--- src/rtl/tdmp_pkg.sv ---
package tdmp_pkg;
  localparam int BYTE_W = 8;
  localparam int BIT_IDX_W = 3;
  typedef logic [BYTE_W-1:0] byte_t;
endpackage

--- src/rtl/tdmp_timing.sv ---
module tdmp_timing #(
  parameter int SLOTS         = 32,
  parameter int TICKS_PER_BIT = 2,
  parameter int DELAY_SLOTS   = 4,
  parameter int STROBE_SLOT   = 2,
  parameter int SLOT_W        = $clog2(SLOTS)
) (
  input  logic              clk,
  input  logic              rst_n,
  input  logic              mode_tdm,
  input  logic              sync_in,
  output logic              active,
  output logic [SLOT_W-1:0] slot,
  output logic [2:0]        bitn,
  output logic              sample,
  output logic              slot_end,
  output logic              sync_out
);
  import tdmp_pkg::*;

  localparam int PH_W  = $clog2(TICKS_PER_BIT);
  localparam int CNT_W = PH_W + BIT_IDX_W + SLOT_W;
  localparam logic [CNT_W-1:0] CNT_LAST  = CNT_W'(SLOTS * BYTE_W * TICKS_PER_BIT - 1);
  localparam logic [CNT_W-1:0] CNT_DELAY = CNT_W'(DELAY_SLOTS * BYTE_W * TICKS_PER_BIT - 1);
  localparam logic [PH_W-1:0]  PH_SAMPLE = PH_W'(TICKS_PER_BIT / 2 - 1);
  localparam logic [PH_W-1:0]  PH_LAST   = PH_W'(TICKS_PER_BIT - 1);
  localparam logic [SLOT_W-1:0] STB_SLOT = SLOT_W'(STROBE_SLOT);

  logic [CNT_W-1:0] cnt_q;
  logic             locked_q;
  logic [2:0]       sbit_q;
  logic [3:0]       trail_q;

  logic [PH_W-1:0]  phase;
  assign phase = cnt_q[PH_W-1:0];

  always_ff @(posedge clk or negedge rst_n) begin
    if (!rst_n) begin
      cnt_q    <= '0;
      locked_q <= 1'b0;
      sbit_q   <= '0;
      trail_q  <= '0;
    end else if (mode_tdm) begin
      sbit_q  <= '0;
      trail_q <= '0;
      if (sync_in) begin
        cnt_q    <= '0;
        locked_q <= 1'b1;
      end else if (cnt_q == CNT_LAST) begin
        cnt_q <= '0;
      end else begin
        cnt_q <= cnt_q + 1'b1;
      end
    end else begin
      locked_q <= 1'b0;
      cnt_q    <= '0;
      if (sync_in) sbit_q <= sbit_q + 3'd1;
      else         sbit_q <= '0;
      if (sync_in && sbit_q == 3'd7) trail_q <= 4'd8;
      else if (trail_q != 4'd0)      trail_q <= trail_q - 4'd1;
    end
  end

  always_comb begin
    if (mode_tdm) begin
      active   = locked_q;
      slot     = cnt_q[PH_W+BIT_IDX_W +: SLOT_W];
      bitn     = cnt_q[PH_W +: BIT_IDX_W];
      sample   = locked_q && (phase == PH_SAMPLE);
      slot_end = locked_q && (bitn == 3'd7) && (phase == PH_LAST);
      sync_out = locked_q && (cnt_q == CNT_DELAY);
    end else begin
      active   = sync_in;
      slot     = STB_SLOT;
      bitn     = sbit_q;
      sample   = sync_in;
      slot_end = sync_in && (sbit_q == 3'd7);
      sync_out = (trail_q != 4'd0);
    end
  end

  AST_SYNC_ONE_CYCLE: assert property (@(posedge clk) disable iff (!rst_n)
    (mode_tdm && sync_out) |=> !(mode_tdm && sync_out));

  AST_TRAIL_BOUND: assert property (@(posedge clk) disable iff (!rst_n)
    (!mode_tdm && sync_out && !$past(sync_in)) |-> (trail_q <= 4'd8));
endmodule

--- src/rtl/tdmp_side_chan.sv ---
module tdmp_side_chan #(
  parameter int SLOT          = 0,
  parameter int NARROW        = 2,
  parameter bit CAP_WHEN_OFF  = 1'b1,
  parameter int SLOT_W        = 5
) (
  input  logic              clk,
  input  logic              rst_n,
  input  logic              active,
  input  logic [SLOT_W-1:0] slot,
  input  logic [2:0]        bitn,
  input  logic              sample,
  input  logic              en,
  input  logic              wide,
  input  tdmp_pkg::byte_t   tx_byte,
  input  logic              bit_in,
  output logic              drv_oe,
  output logic              drv_bit,
  output tdmp_pkg::byte_t   rx_byte
);
  localparam logic [SLOT_W-1:0] MY_SLOT  = SLOT_W'(SLOT);
  localparam logic [3:0]        NARROW_L = 4'(NARROW);

  logic       in_slot;
  logic       in_width;
  logic [2:0] pos;

  assign in_slot  = active && (slot == MY_SLOT);
  assign in_width = wide || ({1'b0, bitn} < NARROW_L);
  assign pos      = 3'd7 - bitn;
  assign drv_oe   = in_slot && en && in_width;
  assign drv_bit  = tx_byte[pos];

  always_ff @(posedge clk or negedge rst_n) begin
    if (!rst_n) rx_byte <= '0;
    else if (sample && in_slot && in_width && (en || CAP_WHEN_OFF)) rx_byte[pos] <= bit_in;
  end
endmodule

--- src/rtl/tdmp_pcm_buf.sv ---
module tdmp_pcm_buf (
  input  logic            clk,
  input  logic            rst_n,
  input  logic            tx_valid,
  input  tdmp_pkg::byte_t tx_data,
  output logic            tx_ready,
  input  logic            busy,
  input  logic            consume,
  output logic            hold_full,
  output tdmp_pkg::byte_t hold_byte,
  input  logic            rx_sample,
  input  logic [2:0]      rx_pos,
  input  logic            rx_bit,
  output logic            rx_valid,
  input  logic            rx_ready,
  output tdmp_pkg::byte_t rx_data
);
  tdmp_pkg::byte_t sh_q;
  logic            deliver;
  logic [2:0]      idx;

  assign tx_ready = !hold_full && !busy;
  assign idx      = 3'd7 - rx_pos;
  assign deliver  = rx_sample && (rx_pos == 3'd7);

  always_ff @(posedge clk or negedge rst_n) begin
    if (!rst_n) begin
      hold_full <= 1'b0;
      hold_byte <= '0;
    end else if (tx_valid && tx_ready) begin
      hold_full <= 1'b1;
      hold_byte <= tx_data;
    end else if (consume) begin
      hold_full <= 1'b0;
    end
  end

  always_ff @(posedge clk or negedge rst_n) begin
    if (!rst_n) begin
      sh_q     <= '0;
      rx_valid <= 1'b0;
      rx_data  <= '0;
    end else begin
      if (rx_sample) sh_q[idx] <= rx_bit;
      if (deliver) begin
        rx_data  <= {sh_q[7:1], rx_bit};
        rx_valid <= 1'b1;
      end else if (rx_valid && rx_ready) begin
        rx_valid <= 1'b0;
      end
    end
  end

  AST_HOLD_KEEP: assert property (@(posedge clk) disable iff (!rst_n)
    (hold_full && !consume) |=> (hold_full && $stable(hold_byte)));

  AST_RX_KEEP: assert property (@(posedge clk) disable iff (!rst_n)
    (rx_valid && !rx_ready && !deliver) |=> (rx_valid && $stable(rx_data)));
endmodule

--- src/rtl/tdm_voice_port.sv ---
module tdm_voice_port #(
  parameter int SLOTS         = 32,
  parameter int TICKS_PER_BIT = 2,
  parameter int DELAY_SLOTS   = 4,
  parameter int D_SLOT        = 0,
  parameter int C_SLOT        = 1,
  parameter int PCM_SLOT      = 2,
  parameter int D_NARROW      = 2
) (
  input  logic       clk,
  input  logic       rst_n,
  input  logic       mode_tdm,
  input  logic       sync_in,
  output logic       sync_out,
  input  logic       ser_in,
  output logic       ser_out,
  output logic       ser_oe,
  input  logic       d_en,
  input  logic       d_wide,
  input  logic [7:0] d_tx,
  output logic [7:0] d_rx,
  input  logic       c_en,
  input  logic [7:0] c_tx,
  output logic [7:0] c_rx,
  input  logic       tx_valid,
  output logic       tx_ready,
  input  logic [7:0] tx_data,
  output logic       rx_valid,
  input  logic       rx_ready,
  output logic [7:0] rx_data
);
  localparam int SLOT_W = $clog2(SLOTS);
  localparam logic [SLOT_W-1:0] PCM_S = SLOT_W'(PCM_SLOT);

  logic              tm_active, tm_sample, tm_end;
  logic [SLOT_W-1:0] tm_slot;
  logic [2:0]        tm_bit;

  tdmp_timing #(
    .SLOTS(SLOTS), .TICKS_PER_BIT(TICKS_PER_BIT), .DELAY_SLOTS(DELAY_SLOTS),
    .STROBE_SLOT(PCM_SLOT), .SLOT_W(SLOT_W)
  ) u_tim (
    .clk(clk), .rst_n(rst_n), .mode_tdm(mode_tdm), .sync_in(sync_in),
    .active(tm_active), .slot(tm_slot), .bitn(tm_bit), .sample(tm_sample),
    .slot_end(tm_end), .sync_out(sync_out)
  );

  logic d_oe, d_bit, c_oe, c_bit;

  tdmp_side_chan #(.SLOT(D_SLOT), .NARROW(D_NARROW), .CAP_WHEN_OFF(1'b1), .SLOT_W(SLOT_W)) u_dch (
    .clk(clk), .rst_n(rst_n), .active(tm_active), .slot(tm_slot), .bitn(tm_bit),
    .sample(tm_sample), .en(d_en), .wide(d_wide), .tx_byte(d_tx), .bit_in(ser_in),
    .drv_oe(d_oe), .drv_bit(d_bit), .rx_byte(d_rx)
  );

  tdmp_side_chan #(.SLOT(C_SLOT), .NARROW(8), .CAP_WHEN_OFF(1'b0), .SLOT_W(SLOT_W)) u_cch (
    .clk(clk), .rst_n(rst_n), .active(tm_active), .slot(tm_slot), .bitn(tm_bit),
    .sample(tm_sample), .en(c_en), .wide(1'b1), .tx_byte(c_tx), .bit_in(ser_in),
    .drv_oe(c_oe), .drv_bit(c_bit), .rx_byte(c_rx)
  );

  logic            pcm_oe, hold_full;
  tdmp_pkg::byte_t hold_byte;
  logic [2:0]      tpos;

  assign pcm_oe = tm_active && (tm_slot == PCM_S);
  assign tpos   = 3'd7 - tm_bit;

  tdmp_pcm_buf u_pcm (
    .clk(clk), .rst_n(rst_n), .tx_valid(tx_valid), .tx_data(tx_data), .tx_ready(tx_ready),
    .busy(pcm_oe), .consume(pcm_oe && tm_end), .hold_full(hold_full), .hold_byte(hold_byte),
    .rx_sample(pcm_oe && tm_sample), .rx_pos(tm_bit), .rx_bit(ser_in),
    .rx_valid(rx_valid), .rx_ready(rx_ready), .rx_data(rx_data)
  );

  always_comb begin
    ser_oe  = d_oe || c_oe || pcm_oe;
    ser_out = 1'b0;
    if (d_oe)        ser_out = d_bit;
    else if (c_oe)   ser_out = c_bit;
    else if (pcm_oe) ser_out = hold_full ? hold_byte[tpos] : 1'b1;
  end

  AST_OE_WINDOW: assert property (@(posedge clk) disable iff (!rst_n)
    ser_oe |-> (tm_active && (tm_slot <= PCM_S)));

  AST_C_FROZEN_OFF: assert property (@(posedge clk) disable iff (!rst_n)
    !c_en |=> $stable(c_rx));
endmodule

--- config.mk ---
export PLATFORM = sky130hd
export DESIGN_NAME = tdm_voice_port
export DESIGN_NICKNAME = d
export VERILOG_FILES = /design/src/rtl/tdmp_pkg.sv /design/src/rtl/tdmp_timing.sv /design/src/rtl/tdmp_side_chan.sv /design/src/rtl/tdmp_pcm_buf.sv /design/src/rtl/tdm_voice_port.sv
export SDC_FILE = /design/constraint.sdc
export NUM_CORES = 1
export LEC_CHECK = 0
export BUFFER_PORTS_ARGS = -buffer_cell sky130_fd_sc_hd__buf_2
export CAP_MARGIN = 0
export CORE_MARGIN = 1.5
export CORE_UTILIZATION = 49
export DETAILED_ROUTE_END_ITERATION = 10
export HOLD_SLACK_MARGIN = 0.02
export PLACE_DENSITY_LB_ADDON = 0.08
export RECOVER_POWER = 25
export SETUP_SLACK_MARGIN = 0.05
export SLEW_MARGIN = 20
export SYNTH_ARGS = -nofsm -noshare
export SYNTH_HDL_FRONTEND = slang
export SYNTH_SLANG_ARGS = --single-unit
--- constraint.sdc ---
create_clock -name clk -period 1.9 [get_ports clk]
set_input_delay 0.19 -clock clk [delete_from_list [all_inputs] [get_ports clk]]
set_output_delay 0.19 -clock clk [all_outputs]
set_load 0.03 [all_outputs]
# Yosys cells after proc, flatten, opt, wreduce, memory -nomap -nowiden
# Cells that the tools add are included.
# word_totals
mem_bits_ro,0
ramBits,0
ff_bits,59
out_inout_bits,29
latch_bits,0
mem_count,0
# classes
n_shift,0
multipliers,0
n_div,0
bitwise_logic,1
n_eq_ne,8
muxes,35
n_addsub,4
magnitude_cmp,3
reduce_logical,32
# op_table
op,n
2-to-1 mux 9 bit,3
bitwise mux 8 bit,3
logical AND 1 bit,22
2-to-1 mux 1 bit,18
2-to-1 mux 4 bit,3
adder 9 x 1 -> 9 bit (second input constant),1
binary-select mux 1 bit (select 3 bit),3
== test 3 bit (second input constant),3
== test 9 x 6 -> 1 bit (second input constant),1
== test 9 bit (second input constant),1
2-to-1 mux 3 bit,3
== test 5 x 1 -> 1 bit (second input constant),1
== test 5 x 2 -> 1 bit (second input constant),1
logical NOT 5 bit,1
2-to-1 mux 5 bit,1
< comparator 3 x 4 -> 1 bit (second input constant),1
nonzero test 2 bit,2
nonzero test 4 bit,1
subtractor 4 x 1 -> 4 bit (second input constant),1
adder 3 x 1 -> 3 bit (second input constant),1
demux 1 bit (select 3 bit),1
>= comparator 3 x 1 -> 1 bit (second input constant),1
logical OR 1 bit,3
< comparator 3 x 2 -> 1 bit (second input constant),1
other kinds (5),6

# Depth between registers and ports, before layout
# depth
depth_word,8
depth_mapped,9
ltp_nobuf,7

# Modules after synthesis
# Synthesis repeated with hierarchy kept, for this count alone.
# unflattened
cells_unflattened,263
hier_area_um2,3079.2
# modules_own_cells
mod,area_each_um2,n_inst,cells_per_inst
tdmp_pcm_buf,1013.5,1,62
tdmp_timing,922.1,1,89
tdmp_side_chan at u_dch,503.0,1,46
tdmp_side_chan at u_cch,500.5,1,48
tdm_voice_port,140.1,1,18

# Worst setup path after synthesis
# OpenSTA, ideal clock, no wires.
# synth_timing
kind,register to register
start,register u_tim.cnt_q[4]
end,register u_pcm.hold_byte[0]
setup_ns,0.125
period_less_slack_ns,2.110
path_stages_with_launch,9
t_required_ns,1.775
slack_ns,-0.210
arrival_ns,1.985
n_path_buf,2
cell_sequence,dfrtp_1 > clkbuf_1 > nor2b_1 > nand4_1 > nand2_1 > nor2_1 > and2_1 > buf_2 > mux2_2
# synth_between
elab_chain_cells,6
# synth_lines
element,line,text
from (decl),tdmp_timing.sv:29,logic [CNT_W-1:0] cnt_q;
from (signal assigned),tdmp_timing.sv:52,cnt_q <= cnt_q + 1'b1;
2-to-1 mux 5 bit,tdmp_timing.sv:65,if (mode_tdm) begin
== test 5 x 2 -> 1 bit,tdm_voice_port.sv:66,assign pcm_oe = tm_active && (tm_slot == PCM_S);
logical AND 1 bit,tdm_voice_port.sv:66,
logical NOT 1 bit,tdmp_pcm_buf.sv:22,assign tx_ready = !hold_full && !busy;
logical AND 1 bit,tdmp_pcm_buf.sv:22,
named net tx_ready,tdm_voice_port.sv:26,"output logic tx_ready,"
logical AND 1 bit,tdmp_pcm_buf.sv:30,end else if (tx_valid && tx_ready) begin
to (signal assigned),tdmp_pcm_buf.sv:32,hold_byte <= tx_data;
to (decl),tdmp_pcm_buf.sv:10,"output tdmp_pkg::byte_t hold_byte,"
# The timed path passes the listed nets, and every way through them passes these cells.
# A chain may end at the register's enable or synchronous reset.

# Final worst setup path
# layout_timing
start,register u_tim.cnt_q[2]
end,output port ser_out
# layout_between
elab_chain_cells,8
# layout_lines
element,line,text
2-to-1 mux 3 bit (*),tdmp_timing.sv:65,
subtractor 3 bit,"tdmp_side_chan.sv:30, tdm_voice_port.sv:67",
binary-select mux 1 bit (select 3 bit),tdm_voice_port.sv:81,else if (pcm_oe) ser_out = hold_full ? hold_byte[tpos] : 1'b1;
2-to-1 mux 1 bit (implied by the code),tdm_voice_port.sv:81,
2-to-1 mux 1 bit (2 in a row),tdm_voice_port.sv:81,
2-to-1 mux 1 bit,tdm_voice_port.sv:80,else if (c_oe) ser_out = c_bit;
2-to-1 mux 1 bit (*),tdm_voice_port.sv:79,if (d_oe) ser_out = d_bit;
to (decl),tdm_voice_port.sv:16,"output logic ser_out,"
# Mark *: on every way between the ends. The rest lies on a longest branch, timed or not. The select of a mux whose other input is x is not followed.

==> results.yml <==
run_status:
  status: "finished, violations left"
  violations: "negative setup slack"
clock_tree:
  clockBufferDepth: 2
  numCtsBuffers: 9
  clkLatencyLatePin_ns: 0.33
  clockRootBuffer: "clkbuf_8"
  cts.sinks: 58
  cts_tree: "built"
  h-tree-depth: 3
  path_clk_slew_ns: 0.07
global_route:
  use_met1_pct: 31.5
  use_met3_pct: 5.11
  grt_usage_pct: 25.2
  antenna_found_initial: 0
  top_usage_layer: "met2"
  grt_pass1_wl_um: 12100
  grt_pass1_vias: 2556
  use_met2_pct: 41.8
  grt_start_max_net_pins: 32
  grt_remaining_overflow: 0
logic_synthesis:
  ys_ff_latch: 58
  postSynthCellCount: 267
  syn_area_um2: 2920
  syn_nets: 306
  yosysTopAreaCell: "dfrtp_1"
  ys_warn_count: 0
  syn_area_per_cell_um2: 10.9
  yosysSeqAreaShare_pct: 49.7
  synth_cell_types: 47
  synth_top_cell_area_share_pct: 49.7
  ys_top_cells_by_area: "dfrtp_1 50%, mux2_2 13%, mux2_1 3.9%"
cells_and_area:
  final_cell_mix: "57 x buf_2, 54 x dfrtp_1, 47 x buf_4, 29 x mux2_2, 16 x nand2_1"
  area_delta_synth_final_pct: 42.7
  num_antenna_cells: 0
  final_net_count: 420
  fill_cells: 416
  mostFrequentLayoutCell: "buf_2"
  drive_above_1_share_pct: 56.7
  utilization_pct: 73.8
power:
  seqPwrFrac_pct: 47.8
  combPwrFrac_pct: 18.0
  clkPwrFrac_pct: 34.1
  internal_power_mw: 2.09
  leakage_nw: 2.01
  power.density_nw_per_um2: 702
  p_switching_mw: 0.837
  switching_share_pct: 28.6
  vdd_ir_drop_max_uv: 616
  power_mw: 2.92
route:
  avgRoutedWirePerCell_um: 16.7
  via_per_inst: 5.45
  final_antenna_net_count: 0
  drtIter0Drc: 113
  wirelength_um: 7650
  drc: 0
  dr_total_vias: 2498
  first_pass_iters: 4
timing:
  setup_viol: 23
  setup_tns_ns: -1.46
  tightestPinTransition_ns: 0.699
  hold_viol_final: 0
  drv_slew: 0
  rsz0062_at_grt: "true"
  max_freq_mhz: 430
  layout_min_cycle_time_ns: 2.32
  layout_setup_ws_ns: -0.423
  worst_clock_skew_ns: 0.00876
  fin_hold_ws_ns: 0.0546
  slew_headroom_pct: 53.4
  period_share_pct: 122
placement:
  dp_slack_ns: -0.137
  gp_congestion: 0.812
  portBuffers: 62
  dp_hpwl_um: 5510
setup_path:
  cp.required_ns: 1.71
  crit_type: "flop to output port"
  startpoint_type: "flop"
  cp_max_fo: 5
  cp.arrival_ns: 2.13
  end_kind: "output port"
floorplan:
  die_w_um: 80.2
  core.rowCount: 27
  die_h_um: 80.2
  dieArea_um2: 6430
  start_util_pct: 51.7
  coreArea_um2: 5640
  io_pins: 63
worst_hold_path:
  min_path_type: "primary input to flop"
flow_run:
  max_cap_violations: 0
[stage by stage]
| step | instance area (um^2) | std cells |
|---|---|---|
| 2_1_floorplan | 3000 | 267 |
| 3_3_place_gp | 3630 | 428 |
| 3_5_place_dp | 3630 | 428 |
| 4_1_cts | 3970 | 452 |
| 5_1_grt | 4160 | 458 |
| 6_report | 4160 | 458 |
[layout make-up]
| class | count | area, um^2 | area share, % |
|---|---|---|---|
| clock buffer | 11 | 141 | 3.40 |
| clock inverter | 5 | 30.0 | 0.721 |
| timing repair buffer | 114 | 744 | 17.9 |
| tap | 72 | 90.1 | 2.16 |
| sequential | 58 | 1460 | 35.0 |
| inverter | 8 | 30.0 | 0.721 |
| multi-input combinational | 190 | 1670 | 40.1 |
[flip-flops by register name, indices dropped and copies added, names as in the netlist]
| register | cells |
|---|---|
| u_tim.cnt_q | 9 |
| u_tim.sbit_q | 3 |
| u_pcm.hold_full | 1 |
| u_tim.trail_q | 4 |
| u_pcm.rx_data | 8 |
| u_tim.locked_q | 1 |
| u_dch.rx_byte | 8 |
| u_pcm.rx_valid | 1 |
| u_pcm.hold_byte | 8 |
| u_pcm.sh_q | 7 |
| u_cch.rx_byte | 8 |
[cells in the mapped netlist, drive strengths merged]
library cell  count
o22ai             3
o22a              1
or3b              1
a221oi            4
and2              5
ha                5
nor2             24
nor3             11
a222oi            1
o21ai             5
nand2b            3
dfrtp            58
o21bai            1
xor2              4
nand4             2
nor4b             1
mux2             43
clkbuf            6
a31oi             1
nand3b            1
and3b             1
a22oi             4
buf               6
o211ai            3
nor4              1
a22o              3
nand2            22
nand3            13
nor2b             2
mux2i             3
o32ai             1
o21a              3
a32oi             1
a21oi            11
xnor2             2
inv               8
or3               2
and3              1
[power groups by stage]
stage | logic, mW | registers (mW) | clock network, mW
finish | 0.527 | 1.40 | 0.998
global route | 0.579 | 1.41 | 1.08
CTS | 0.518 | 1.40 | 1.01
detailed placement | 0.483 | 1.42 | 0
global placement | 0.466 | 1.42 | 0
floorplan | 0.277 | 1.43 | 0
[final timing paths]
kind                                               from                           end  slack (ns)  cells past startpoint
setup / recovery               u_tim.cnt_q[2]$_DFF_PN0_                       ser_out       -0.42                      7
min in group asynchronous                         rst_n  u_dch.rx_byte[7]$_DFFE_PN0P_        0.49                      2
hold / removal                                 rx_ready    u_pcm.rx_valid$_DFFE_PN0P_        0.05                      2
setup reg to reg               u_tim.cnt_q[7]$_DFF_PN0_  u_dch.rx_byte[1]$_DFFE_PN0P_       -0.15                      7
hold reg to reg            u_pcm.rx_data[5]$_DFFE_PN0P_  u_pcm.rx_data[5]$_DFFE_PN0P_        0.50                      1
max in group asynchronous                         rst_n     u_tim.sbit_q[1]$_DFF_PN0_        0.79                      3
[cell families after synthesis]
| kind of cell | share of synthesized area [%] |
|---|---|
| AO/OA/AOI/OAI | 9.91 |
| adder cells (fa/ha/maj) | 2.14 |
| XOR/XNOR | 1.80 |
| buffers and inverters | 2.83 |
| AND/OR/NAND/NOR | 15.8 |
| multiplexers | 17.8 |
| flip-flops | 49.7 |
[metal layers]
layer  part of all wire (%)  vias up
li1                       -     1191
met1                     43     1232
met2                     51       56
met3                    3.9       19
met4                    2.4        0
met5                      0        -
[what timing repair did]
item | in CTS | in global routing
setup buffers | 7 | 7
pin swaps | 14 | 25
cloned | 1 | 0
setup endpoints to repair | 42 | 44
endpoints found under the hold margin | 27 | 0
hold buffers | 1 | 0
gates resized for setup | 31 | 42
[worst max-delay path, stage by stage, from the launching register on]
cell	delay (ns)
dfrtp_2	0.46
buf_6	0.14
a22o_4	0.26
a222oi_1	0.35
a21oi_2	0.11
o21bai_1	0.17
o211ai_1	0.12
buf_4	0.19
No activity file was read; power rests on OpenSTA's default activity.
